--- config.mk ---
export PLATFORM = sky130hd
export DESIGN_NAME = pkt_pool
export DESIGN_NICKNAME = d
export VERILOG_FILES = /design/src/rtl/pkt_pool_pkg.sv /design/src/rtl/pool_ctrl.sv /design/src/rtl/pool_data.sv /design/src/rtl/pkt_pool.sv
export SDC_FILE = /design/constraint.sdc
export NUM_CORES = 1
export LEC_CHECK = 0
export BUFFER_PORTS_ARGS = -buffer_cell sky130_fd_sc_hd__buf_2
export CORE_AREA = 2 2 267 269
export DETAILED_ROUTE_END_ITERATION = 7
export DIE_AREA = 0 0 269 271
export PLACE_DENSITY = 0.74
export SLEW_MARGIN = 15
export SYNTH_ARGS = -nofsm -noshare
export SYNTH_HDL_FRONTEND = slang
export SYNTH_SLANG_ARGS = --single-unit
--- constraint.sdc ---
create_clock -name clk -period 5.1 [get_ports clk]
set_input_delay 0.255 -clock clk [delete_from_list [all_inputs] [get_ports clk]]
set_output_delay 0.255 -clock clk [all_outputs]
set_load 0.1 [all_outputs]
--- src/rtl/pkt_pool_pkg.sv ---
package pkt_pool_pkg;
  // Widest channel select carried in a strobe (up to 16 input channels).
  localparam int SRC_W = 4;

  // Per-FIFO write strobe from the control to the datapath.
  typedef struct packed {
    logic             push;
    logic [SRC_W-1:0] src;
  } fifoStrobe_t;
endpackage

--- src/rtl/pool_ctrl.sv ---
module pool_ctrl
  import pkt_pool_pkg::*;
#(
  parameter int NUM_CH     = 2,
  parameter int NUM_FIFO   = 4,
  parameter int MAX_PKT    = 8,
  parameter int DEPTH_MULT = 3,
  parameter int CAP        = 40,
  localparam int DEPTH = DEPTH_MULT * MAX_PKT,
  localparam int CNT_W = $clog2(DEPTH + 1),
  localparam int OCC_W = $clog2(CAP + 1),
  localparam int FI_W  = (NUM_FIFO > 1) ? $clog2(NUM_FIFO) : 1
) (
  input  logic                             clk,
  input  logic                             rst,
  input  logic [NUM_CH-1:0]                inValid,
  input  logic [NUM_CH-1:0]                inLast,
  output logic [NUM_CH-1:0]                inReady,
  input  logic [NUM_FIFO-1:0]              outPop,
  input  logic [NUM_FIFO-1:0][CNT_W-1:0]   fill,
  output fifoStrobe_t [NUM_FIFO-1:0]       strobe,
  output logic [OCC_W-1:0]                 occ,
  output logic [NUM_CH-1:0]                chanBound
);
  localparam logic [CNT_W-1:0] ELIG_MAX = CNT_W'(DEPTH - MAX_PKT);

  logic [NUM_CH-1:0][FI_W-1:0] bindIdx;
  logic [NUM_CH-1:0][FI_W-1:0] chanTgt;
  logic [NUM_CH-1:0]           accept;
  logic [NUM_FIFO-1:0]         fifoBusy;
  logic [NUM_FIFO-1:0]         popHit;
  logic [NUM_FIFO-1:0]         claimed;
  logic [OCC_W:0]              budget;
  logic                        found;
  logic [FI_W-1:0]             tgt;

  // FIFOs whose write port is held by an in-progress packet
  always_comb begin
    fifoBusy = '0;
    for (int c = 0; c < NUM_CH; c++)
      if (chanBound[c]) fifoBusy[bindIdx[c]] = 1'b1;
  end

  always_comb begin
    for (int f = 0; f < NUM_FIFO; f++) popHit[f] = outPop[f] && (fill[f] != '0);
  end

  // Channel-ordered allocation with a running flit budget
  always_comb begin
    budget  = {1'b0, occ};
    claimed = fifoBusy;
    strobe  = '0;
    inReady = '0;
    accept  = '0;
    chanTgt = '0;
    found   = 1'b0;
    tgt     = '0;
    for (int c = 0; c < NUM_CH; c++) begin
      found = 1'b0;
      tgt   = '0;
      if (chanBound[c]) begin
        found = 1'b1;
        tgt   = bindIdx[c];
      end else begin
        for (int f = 0; f < NUM_FIFO; f++) begin
          if (!found && !claimed[f] && fill[f] <= ELIG_MAX) begin
            found = 1'b1;
            tgt   = FI_W'(f);
          end
        end
      end
      inReady[c] = found && (budget < (OCC_W+1)'(CAP));
      accept[c]  = inValid[c] && inReady[c];
      chanTgt[c] = tgt;
      if (accept[c]) begin
        strobe[tgt].push = 1'b1;
        strobe[tgt].src  = SRC_W'(c);
        claimed[tgt]     = 1'b1;
        budget           = budget + 1'b1;
      end
    end
  end

  always_ff @(posedge clk) begin
    if (rst) begin
      occ       <= '0;
      chanBound <= '0;
      bindIdx   <= '0;
    end else begin
      occ <= occ + OCC_W'($countones(accept)) - OCC_W'($countones(popHit));
      for (int c = 0; c < NUM_CH; c++) begin
        if (accept[c]) begin
          chanBound[c] <= !inLast[c];
          bindIdx[c]   <= chanTgt[c];
        end
      end
    end
  end
endmodule

--- src/rtl/pool_data.sv ---
module pool_data
  import pkt_pool_pkg::*;
#(
  parameter int NUM_CH     = 2,
  parameter int NUM_FIFO   = 4,
  parameter int MAX_PKT    = 8,
  parameter int DEPTH_MULT = 3,
  parameter int DATA_W     = 8,
  localparam int DEPTH = DEPTH_MULT * MAX_PKT,
  localparam int CNT_W = $clog2(DEPTH + 1),
  localparam int PTR_W = $clog2(DEPTH)
) (
  input  logic                           clk,
  input  logic                           rst,
  input  logic [NUM_CH-1:0]              inLast,
  input  logic [NUM_CH*DATA_W-1:0]       inData,
  input  fifoStrobe_t [NUM_FIFO-1:0]     strobe,
  input  logic [NUM_FIFO-1:0]            outPop,
  output logic [NUM_FIFO-1:0][CNT_W-1:0] fill,
  output logic [NUM_FIFO-1:0]            outValid,
  output logic [NUM_FIFO-1:0]            outLast,
  output logic [NUM_FIFO*DATA_W-1:0]     outData
);
  for (genvar f = 0; f < NUM_FIFO; f++) begin : g_fifo
    logic [DATA_W:0]    mem [DEPTH];
    logic [PTR_W-1:0]   wrPtr, rdPtr;
    logic [CNT_W-1:0]   cnt;
    logic [DATA_W:0]    wrWord;
    logic               doPop;

    always_comb begin
      wrWord = '0;
      for (int c = 0; c < NUM_CH; c++)
        if (strobe[f].src == SRC_W'(c))
          wrWord = {inLast[c], inData[c*DATA_W +: DATA_W]};
    end

    assign doPop = outPop[f] && (cnt != '0);

    always_ff @(posedge clk) begin
      if (strobe[f].push) mem[wrPtr] <= wrWord;
    end

    always_ff @(posedge clk) begin
      if (rst) begin
        wrPtr <= '0;
        rdPtr <= '0;
        cnt   <= '0;
      end else begin
        if (strobe[f].push)
          wrPtr <= (wrPtr == PTR_W'(DEPTH - 1)) ? '0 : wrPtr + 1'b1;
        if (doPop)
          rdPtr <= (rdPtr == PTR_W'(DEPTH - 1)) ? '0 : rdPtr + 1'b1;
        cnt <= cnt + CNT_W'(strobe[f].push) - CNT_W'(doPop);
      end
    end

    assign fill[f]                     = cnt;
    assign outValid[f]                 = (cnt != '0);
    assign outLast[f]                  = mem[rdPtr][DATA_W];
    assign outData[f*DATA_W +: DATA_W] = mem[rdPtr][DATA_W-1:0];
  end
endmodule

--- src/rtl/pkt_pool.sv ---
module pkt_pool
  import pkt_pool_pkg::*;
#(
  parameter int NUM_CH     = 2,
  parameter int NUM_FIFO   = 4,
  parameter int MAX_PKT    = 8,
  parameter int DEPTH_MULT = 3,
  parameter int CAP        = 40,
  parameter int DATA_W     = 8,
  localparam int DEPTH = DEPTH_MULT * MAX_PKT,
  localparam int CNT_W = $clog2(DEPTH + 1),
  localparam int OCC_W = $clog2(CAP + 1)
) (
  input  logic                       clk,
  input  logic                       rst,
  input  logic [NUM_CH-1:0]          inValid,
  input  logic [NUM_CH-1:0]          inLast,
  input  logic [NUM_CH*DATA_W-1:0]   inData,
  output logic [NUM_CH-1:0]          inReady,
  output logic [NUM_FIFO-1:0]        outValid,
  output logic [NUM_FIFO-1:0]        outLast,
  output logic [NUM_FIFO*DATA_W-1:0] outData,
  input  logic [NUM_FIFO-1:0]        outPop
);
  fifoStrobe_t [NUM_FIFO-1:0]     strobe;
  logic [NUM_FIFO-1:0][CNT_W-1:0] fill;
  logic [OCC_W-1:0]               occ;
  logic [NUM_CH-1:0]              chanBound;

  pool_ctrl #(
    .NUM_CH(NUM_CH), .NUM_FIFO(NUM_FIFO), .MAX_PKT(MAX_PKT),
    .DEPTH_MULT(DEPTH_MULT), .CAP(CAP)
  ) ctrl (
    .clk(clk), .rst(rst), .inValid(inValid), .inLast(inLast),
    .inReady(inReady), .outPop(outPop), .fill(fill), .strobe(strobe),
    .occ(occ), .chanBound(chanBound)
  );

  pool_data #(
    .NUM_CH(NUM_CH), .NUM_FIFO(NUM_FIFO), .MAX_PKT(MAX_PKT),
    .DEPTH_MULT(DEPTH_MULT), .DATA_W(DATA_W)
  ) data (
    .clk(clk), .rst(rst), .inLast(inLast), .inData(inData),
    .strobe(strobe), .outPop(outPop), .fill(fill), .outValid(outValid),
    .outLast(outLast), .outData(outData)
  );
endmodule

### Word level (Yosys, flattened, before mapping)

Memories as Yosys holds them, arrays and structs flattened. A register that Yosys moved wholly into a read port is not among the register bits.
Index checks and enable logic that the tools add are counted.

* add/sub/neg operators: 23
* order comparisons: 14
* eq/ne operators: 12
* muxes and demuxes: 79
* bitwise operators: 2
* reduce and logical (&&, ||, !) cells: 50

Operators with widths (number)
* 5-bit two-way mux: 18
* 9-bit two-way mux: 8
* 20-bit bitwise mux: 3
* 5-bit by 1-bit adder with 5-bit output, second input constant: 8
* 5-bit demux with 2-bit select: 4
* 5-bit equality test, second input constant: 8
* 20-bit two-way mux: 2
* 1-bit two-way mux: 29
* 1-bit logical AND: 26
* 5-bit by 1-bit adder with 5-bit output: 4
* 5-bit <= comparator, second input constant: 4
* 4-bit two-way mux: 5
* 5-bit nonzero test: 4
* 5-bit by 1-bit subtractor with 5-bit output: 4
* 4-bit by 1-bit equality test with 1-bit output, second input constant: 4
* 1-bit logical NOT: 16
* 4-bit logical NOT: 4
* 6-bit adder: 2
* 2-bit by 3-bit < comparator with 1-bit output, second input constant: 4
* 2-bit two-way mux: 6
* 2-bit by 1-bit >= comparator with 1-bit output, second input constant: 4
* 4-bit OR: 2
* 6-bit by 1-bit adder with 7-bit output, second input constant: 1
* 7-bit by 6-bit < comparator with 1-bit output, second input constant: 1
* 5 further kinds: 9

* flip-flop bits (word level): 72
* bits in writable memories: 864
* input bits: 26
* output and inout port bits: 42
* logic and storage cells: 201
* memories kept: 4

Memory list
* data.g_fifo[0].mem: depth 24, width 9, read ports 1, clocked after Yosys merged registers in 1, write ports 1, line pool_data.sv:25 `logic [DATA_W:0] mem [DEPTH];`
* data.g_fifo[1].mem: depth 24, width 9, read ports 1, clocked after Yosys merged registers in 1, write ports 1, line pool_data.sv:25
* data.g_fifo[2].mem: depth 24, width 9, read ports 1, clocked after Yosys merged registers in 1, write ports 1, line pool_data.sv:25
* data.g_fifo[3].mem: depth 24, width 9, read ports 1, clocked after Yosys merged registers in 1, write ports 1, line pool_data.sv:25

### Longest topological paths before layout

Gate-level depths: netlist (run 1).

* word-level depth: 61
* mapped depth: 23
* mapped depth without buffers: 22

### By module

Synthesis (run 1) repeated with hierarchy kept, for this count alone.

* cell total of the unflattened synthesis: 2277
* area total of the unflattened synthesis: 39464.1 um^2

Modules (own cells, without submodules)
* pool_data: instances 1, cells an instance 2110, area an instance 38107.8 um^2, seq. area each 27546.4 um^2
* pool_ctrl: instances 1, cells an instance 167, area an instance 1356.3 um^2, seq. area each 240.2 um^2

### Least setup slack after synthesis (run 1)

No wires, ideal clock.

* path type: reg2reg
* from: register ctrl.occ[4]
* to: register ctrl.occ[5]
* library setup time: 0.128 ns
* arrival: 4.582 ns
* required time: 4.972 ns
* setup slack: 0.391 ns
* cell stages (with the launch flop): 23
* buffers on the path: 0
* period minus slack after synthesis: 4.709 ns
* cells stage by stage: dfxtp_1 > inv_1 > ha_1 > a21oi_1 > nand3_1 > maj3_1 > or2_1 > o41ai_2 > nor2_1 > ha_1 > inv_1 > fa_1 > fa_1 > inv_1 > ha_1 > inv_1 > nor2_1 > o21ai_0 > nand2b_1 > a21o_1 > a21oi_1 > xor2_1 > nor2_1

* word-level cells in the longest chain between the ends: 28
* elaborated cells on any way between the ends: 34
* classes of those cells: 4 x add/sub; 2 x order compare; 10 x mux; 18 x reduce/logical

Ends and longest elaborated chain
* start, declared: line pool_ctrl.sv:22 `output logic [OCC_W-1:0] occ,`
* start signal, assigned: line pool_ctrl.sv:90 `occ <= occ + OCC_W'($countones(accept)) - OCC_W'($countones(popHit));`
* 6-bit < comparator: line pool_ctrl.sv:72 `inReady[c] = found && (budget < (OCC_W+1)'(CAP));`
* 1-bit logical AND: line pool_ctrl.sv:72
* 1-bit logical AND: line pool_ctrl.sv:73 `accept[c] = inValid[c] && inReady[c];`
* 4-bit two-way mux: line pool_ctrl.sv:75 `if (accept[c]) begin`
* 1-bit logical NOT: line pool_ctrl.sv:66 `if (!found && !claimed[f] && fill[f] <= ELIG_MAX) begin`
* 1-bit logical AND: line pool_ctrl.sv:66
* 1-bit two-way mux: line pool_ctrl.sv:66
* 1-bit two-way mux: line pool_ctrl.sv:61 `if (chanBound[c]) begin`
* (+11 left out)
* 1-bit logical AND (2 in series): line pool_ctrl.sv:66
* 1-bit two-way mux: line pool_ctrl.sv:66
* 1-bit two-way mux: line pool_ctrl.sv:61
* 1-bit logical AND: line pool_ctrl.sv:72
* 1-bit logical AND: line pool_ctrl.sv:73
* 1-bit by 1-bit adder with 2-bit output (implied by the code): line pool_ctrl.sv:90
* 6-bit adder *: line pool_ctrl.sv:90
* 6-bit subtractor *: line pool_ctrl.sv:90

Every way passes the cells marked *; elsewhere a longest branch is shown, timed or not. The select of a mux whose other input is x is not followed.
A chain may end at the register's enable or synchronous reset.

### Worst setup path after layout (run 1)

* from: register data.g_fifo[0].cnt[2]
* to: register ctrl.occ[4]

* word-level cells in the longest chain between the ends: 49
* elaborated cells on any way between the ends: 65
* classes of those cells: 5 x add/sub; 4 x order compare; 24 x mux; 1 x bitwise; 31 x reduce/logical

Ends and longest elaborated chain
* start, declared: line pool_data.sv:27 `logic [CNT_W-1:0] cnt;`
* start signal, assigned: line pool_data.sv:54 `cnt <= cnt + CNT_W'(strobe[f].push) - CNT_W'(doPop);`
* 5-bit <= comparator: line pool_ctrl.sv:66
* 1-bit logical AND: line pool_ctrl.sv:66
* 1-bit two-way mux: line pool_ctrl.sv:66
* 1-bit two-way mux: line pool_ctrl.sv:61
* 1-bit logical NOT: line pool_ctrl.sv:66
* 1-bit logical AND (2 in series): line pool_ctrl.sv:66
* 1-bit two-way mux: line pool_ctrl.sv:66
* 1-bit two-way mux: line pool_ctrl.sv:61
* (+31 left out)
* 1-bit logical AND (2 in series): line pool_ctrl.sv:66
* 1-bit two-way mux: line pool_ctrl.sv:66
* 1-bit two-way mux: line pool_ctrl.sv:61
* 1-bit logical AND: line pool_ctrl.sv:72
* 1-bit logical AND: line pool_ctrl.sv:73
* 1-bit by 1-bit adder with 2-bit output (implied by the code): line pool_ctrl.sv:90
* 6-bit adder: line pool_ctrl.sv:90
* 6-bit subtractor *: line pool_ctrl.sv:90

Marks and branches as above.

==> out/results.tsv, run 1 <==
stage	metric	value	unit
timing	f_max	0.206	GHz
yosys	yosys synthesis warning count	0	
run_status	result of the run	finished, final reports clean	
timing	Final Cycle Share	95.1	%
clocking	clk buf depth	3	
final_layout	Cell Count, Final, Fillers Out	3201	
detailed_routing	final wirelength	81700	um
place	pre-CTS WS	142	ps
detailed_routing	via count	19500	
hold_path	HP Class	in2reg	
timing	Worst Slack Setup Final	251	ps
floorplanning	Core Box Area	69800	um2
yosys	ys async rst share	0	%
floorplanning	# IOs	68	
clocking	CTS tree	done	
final_layout	Area growth syn-to-layout	11.9	%
power	Leak	14.0	nW
yosys	top post-synthesis cells by area	edfxtp_1, mux4_2, dfxtp_1	
timing	Final setup viols	0	
yosys	post-synth top area share	66.9	%
clocking	htree depth	3	
clocking	clock sink count	956	
yosys	Mean Syn Cell Area	18.9	um2
yosys	sequential-to-total area share from yosys stat	71.6	%
yosys	Cell variety after synth	77	
detailed_routing	first-pass detailed-route iteration total	6	
yosys	Synth Instances	2056	
place	DP Cell Count	3019	
global_routing	total grt overflow	0	
global_routing	largest net degree at the start of global routing	61	
final_layout	commonest non-fill, non-tap cell in the layout	edfxtp_1	
global_routing	initial antenna violation count	15	
timing	relative slew slack	23.6	%
detailed_routing	Post-route DRC	0	
final_layout	most frequent cells in the layout	edfxtp_1, mux4_2, nor2_1	
yosys	Synth area leader	edfxtp_1	
floorplanning	die height	271	um
yosys	Synth Cell Area	38800	um2
yosys	Synth Flop Type	edfxtp_1	
floorplanning	Initial Util	55.6	%
clocking	Clock Pin Slew Worst Setup and Hold Paths	70	ps
timing	worst slew pin tran	1150	ps
detailed_routing	Initial DRC Count	1946	
detailed_routing	WL/cell	25.5	um
detailed_routing	vias per cell	6.09	
final_layout	Layout Nets	2265	
critical_path	capturing element type of the critical path	flip-flop	
timing	Fin Hold WS	78.0	ps
floorplanning	die area	72900	um2
yosys	Synth Net Count	2146	
clocking	CTS buffer count	92	
yosys	post-synthesis register bit count	956	
critical_path	Setup CP Type	reg2reg	
run	Max Cap Violations	0	
floorplanning	std cell rows	97	
clocking	CTS Root Cell	clkbuf_16	
power	Power Density	534	nW/um2
timing	final setup skew	25.1	ps
floorplanning	Die W	269	um
timing	Final min period	4850	ps
global_routing	vias in the first global route	19800	
place	DPL Wire Length	51000	um
clocking	clk_lat worst skew	660	ps
global_routing	gr usage total	23.0	%
critical_path	WP data required	5610	ps
timing	unrepaired setup endpoints after global routing	no	
timing	Setup TNS Final	0	ps
final_layout	layout cells sized above 1	25.8	%
place	Port Buf Inserts	67	
place	GP Congestion	0.913	
timing	Final Slew Violations	0	
critical_path	crit path launch type	flip-flop	
critical_path	worst-path maximum fanout	6	
yosys	Post-synth EDFFs	864	
critical_path	Critical Path AT	5360	ps
global_routing	global-route wire length before repair	124000	um
power	maximum vdd drop	0.362	mV
detailed_routing	Final ANT Viol Nets	0	
timing	Final Hold Fails	0	
[cell usage after synthesis, types with 3 or more instances]
master	number
a21boi_0	4
ha_1	56
a31oi_1	4
nand4_1	5
o31ai_1	3
mux2i_1	45
or3_1	12
nor3b_1	7
buf_1	31
edfxtp_1	864
and3_1	28
xnor2_1	9
fa_1	8
xor2_1	19
inv_1	70
mux2_2	37
nand3b_1	4
nor2_1	171
o31a_1	3
o21a_1	6
clkbuf_1	51
nand2_1	50
or2_2	3
and2_1	8
nand2b_1	10
a21oi_1	75
o21ai_0	15
mux4_2	252
nor3_1	9
buf_2	10
buf_4	4
nand3_1	17
a21o_1	7
and3b_1	3
nor2b_1	11
or3b_1	5
dfxtp_1	92
[kinds of logic after synthesis]
logic type	count (synthesis)	share of synthesized area, %
buf+inv	166	1.68
fa+ha+maj	65	2.25
simple gates	356	4.42
compound gates	151	2.52
mux	334	16.9
flops	956	71.6
xor+xnor	28	0.632
[sequential cells by signal, indices dropped and copies added (netlist names), named ones only]
register           cells
ctrl.occ               6
data.g_fifo.cnt       20
ctrl.bindIdx           4
data.g_fifo.rdPtr     20
data.g_fifo.mem      864
data.g_fifo.wrPtr     20
ctrl.chanBound         2
[worst paths after layout]
check / start / end / slack [ps] / depth (start not counted)
hold reg to reg: ctrl.chanBound[0] / ctrl.chanBound[0] / 520 / 2
setup / recovery: data.g_fifo[0].cnt[2] / ctrl.occ[4] / 250 / 19
hold / removal: inLast[0] / ctrl.chanBound[0] / 80 / 4
setup reg to reg: data.g_fifo[0].cnt[2] / ctrl.occ[4] / 250 / 19
[worst max-delay path, cell delays in order, from the launching register on]
cell      delay (ps)
dfxtp_1          340
inv_1             70
ha_1             190
or3b_4           290
a221oi_2         120
maj3_1           390
or2_1            290
o41ai_4          410
nor2_1           110
ha_1             290
inv_1             50
fa_1             600
fa_2             460
nand2b_1         200
fa_1             470
inv_1             70
a21o_1           110
a21oi_1           70
xor2_1           130
nor2_1            50
[layer usage]
metal | routed length (um) | up-vias | track usage (%) | part of all wire (%)
met5 | 72 | - | 0 | 0.088
met2 | 39700 | 667 | 36.1 | 49
met4 | 1620 | 12 | 5.57 | 2.0
li1 | - | 8469 | - | -
met3 | 6070 | 131 | 5.21 | 7.4
met1 | 34200 | 10200 | 33.1 | 42
[report_power, final]
| part | internal [mW] | switching, mW |
|---|---|---|
| registers | 9.27 | 0.594 |
| clock network | 3.83 | 2.90 |
| logic | 2.43 | 4.16 |
[cell type report]
class	count	area (um2)
flip-flops and latches	956	27800
fillers	4719	26400
multi-input cells	934	10400
clock buffers	116	2480
well taps	940	1180
repair buffers	121	763
clock inverters	55	523
inverters	70	263
diodes	9	22.5
[metrics by stage]
| stage | util, % | power (mW) | area (um2) |
|---|---|---|---|
| global route | 62.2 | 24.1 | 43400 |
| CTS | 62.1 | 23.3 | 43300 |
| floorplan | - | 14.9 | 38800 |
| finish | 62.2 | 23.2 | 43400 |
| detailed placement | 57.8 | 16.6 | 40300 |
| global placement | 57.8 | 16.4 | 40300 |
[repair_timing]
item                       CTS  global route
hold buffers                 1             0
gates resized for setup      0             7
hold endpoints to repair     1             0
setup endpoints to repair    0             2
setup buffers                0             0
Power figures use the tool's default switching activity.
==> run 2: changes to the inputs <==
==> constraint.sdc (replaced) <==
create_clock -name clk -period 5.1 [get_ports clk]
set_input_delay 1.02 -clock clk [delete_from_list [all_inputs] [get_ports clk]]
set_output_delay 1.02 -clock clk [all_outputs]
set_load 0.1 [all_outputs]
==> run 2 against run 1 <==
Compared with the run above:
- core utilization grew 0.12 points
- via count is essentially flat
- sequential share of layout area shrank 0.13 points
- clock power shrank 3.1%
- global-route usage grew 0.098 points
- power shrank 0.67%
- routed wire length grew 0.19%
- cell count grew 0.69%
- register-to-register slack gained 70 ps
- critical path depth grew 3
- critical endpoint is now ctrl.occ[5]
- design area grew 0.20%
- hold slack gained 430 ps
==> out/results.tsv, run 2 (synthesis gave the netlist of run 1 again) <==
stage	metric	value	unit
final_layout	Largest Register	data.g_fifo.mem	
power	maximum vdd drop	0.429	mV
timing	Final Hold Fails	0	
place	GP Congestion	0.872	
critical_path	crit path launch type	flip-flop	
detailed_routing	Post-route DRC	0	
timing	worst slew pin tran	1090	ps
timing	f_max	0.209	GHz
final_layout	Area growth syn-to-layout	12.2	%
detailed_routing	Initial DRC Count	1891	
global_routing	met2 Use GR	36.7	%
global_routing	vias in the first global route	20000	
timing	Final setup viols	0	
global_routing	met3 Usage GRT	5.24	%
power	overall power	23.0	mW
power	Leak	14.1	nW
floorplanning	die height	271	um
place	pre-CTS WS	46.7	ps
clocking	clk_lat worst skew	650	ps
timing	Setup TNS Final	0	ps
detailed_routing	vias per cell	6.05	
final_layout	layout cells sized above 1	26.2	%
global_routing	M1 GR Usage	32.7	%
power	Power Density	530	nW/um2
floorplanning	std cell rows	97	
hold_path	HP Class	reg2reg	
detailed_routing	first-pass detailed-route iteration total	8	
run	Max Cap Violations	0	
global_routing	total grt overflow	0	
final_layout	area occupied by multi-input gates	10400	um2
global_routing	gr usage total	23.1	%
timing	final setup skew	18.5	ps
clocking	Clock Pin Slew Worst Setup and Hold Paths	60	ps
timing	Final min period	4770	ps
detailed_routing	via count	19500	
critical_path	capturing element type of the critical path	flip-flop	
critical_path	WP data required	5610	ps
detailed_routing	Final ANT Viol Nets	0	
hold_path	Cells on Worst Hold Path	2	
global_routing	global-route wire length before repair	124000	um
final_layout	number of flip-flops under the largest register name	864	
critical_path	Reg2Reg Depth	22	
clocking	CTS Root Cell	clkbuf_16	
final_layout	commonest non-fill, non-tap cell in the layout	edfxtp_1	
critical_path	Critical Path AT	5290	ps
timing	Worst Slack Setup Final	325	ps
timing	Final Slew Violations	0	
final_layout	register area	27800	um2
critical_path	Setup CP Type	reg2reg	
detailed_routing	final wirelength	81800	um
detailed_routing	WL/cell	25.4	um
run_status	result of the run	finished, final reports clean	
floorplanning	Initial Util	55.6	%
timing	Final Cycle Share	93.6	%
final_layout	Layout Nets	2294	
clocking	clk buf depth	3	
final_layout	Fill cells	4709	
final_layout	most frequent cells in the layout	edfxtp_1, mux4_2, nor2_1	
clocking	htree depth	3	
clocking	CTS buffer count	90	
clocking	clock sink count	956	
floorplanning	Die W	269	um
global_routing	largest net degree at the start of global routing	60	
floorplanning	die area	72900	um2
timing	unrepaired setup endpoints after global routing	no	
floorplanning	# IOs	68	
timing	relative slew slack	27.6	%
place	Port Buf Inserts	67	
global_routing	GRT busiest layer	met2	
floorplanning	Core Box Area	69800	um2
final_layout	Cell Count, Final, Fillers Out	3223	
place	DP Cell Count	3052	
place	DPL Wire Length	51700	um
clocking	CTS tree	done	
critical_path	worst-path maximum fanout	4	
global_routing	initial antenna violation count	18	
[run 2: worst max-delay path, stage by stage (launching register included)]
cell	delay, ps
dfxtp_1	320
inv_1	80
ha_1	170
or3b_1	400
a21oi_1	340
a21oi_1	150
nor3_1	490
o41ai_4	170
nor2_1	150
ha_1	150
inv_1	50
fa_1	400
inv_1	80
fa_1	450
ha_1	310
inv_1	60
nor2_1	40
o21ai_0	140
nand2b_1	110
a21o_1	190
a21oi_1	160
xor2_1	170
nor2_1	50
[run 2: per-stage QoR]
stage | hold WS, ps | util, % | cell area (um2)
3_5_place_dp | 506 | 58.1 | 40600
2_1_floorplan | 476 | - | 38800
5_1_grt | 541 | 62.3 | 43500
3_3_place_gp | 495 | 58.1 | 40600
4_1_cts | 514 | 62.3 | 43400
6_report | 511 | 62.3 | 43500
[run 2: final cells by class]
type | count | share of cell area, %
well taps | 940 | 2.70
multi-input cells | 934 | 23.9
flip-flops and latches | 956 | 63.9
diodes | 7 | 0.0403
repair buffers | 152 | 2.27
clock inverters | 38 | 0.866
clock buffers | 126 | 5.73
inverters | 70 | 0.604
[run 2: final timing paths]
check / from / endpoint / slack (ps)
setup reg to reg: data.g_fifo[2].cnt[3] / ctrl.occ[5] / 330
setup / recovery: data.g_fifo[2].cnt[3] / ctrl.occ[5] / 330
hold reg to reg: data.g_fifo[2].wrPtr[1] / data.g_fifo[2].wrPtr[1] / 510
hold / removal: data.g_fifo[2].wrPtr[1] / data.g_fifo[2].wrPtr[1] / 510
[run 2: where the power goes]
part	leakage, nW	switching (mW)	internal [mW]
clock network	1.40	2.80	3.73
logic	4.18	4.18	2.45
registers	8.53	0.610	9.27
total	14.1	7.58	15.4
[run 2: repair_timing]
item | CTS | global route
endpoints found under the hold margin | 0 | 0
hold buffers | 0 | 0
endpoints found under the setup margin | 0 | 2
setup buffers | 0 | 0
gates resized for setup | 0 | 8
[run 2: metal layers]
| layer | share of wire (%) | vias to the layer above | routed length, um |
|---|---|---|---|
| li1 | - | 8524 | - |
| met4 | 2.1 | 22 | 1680 |
| met2 | 49 | 667 | 40100 |
| met1 | 41 | 10200 | 33800 |
| met5 | 0.18 | - | 145 |
| met3 | 7.5 | 130 | 6160 |
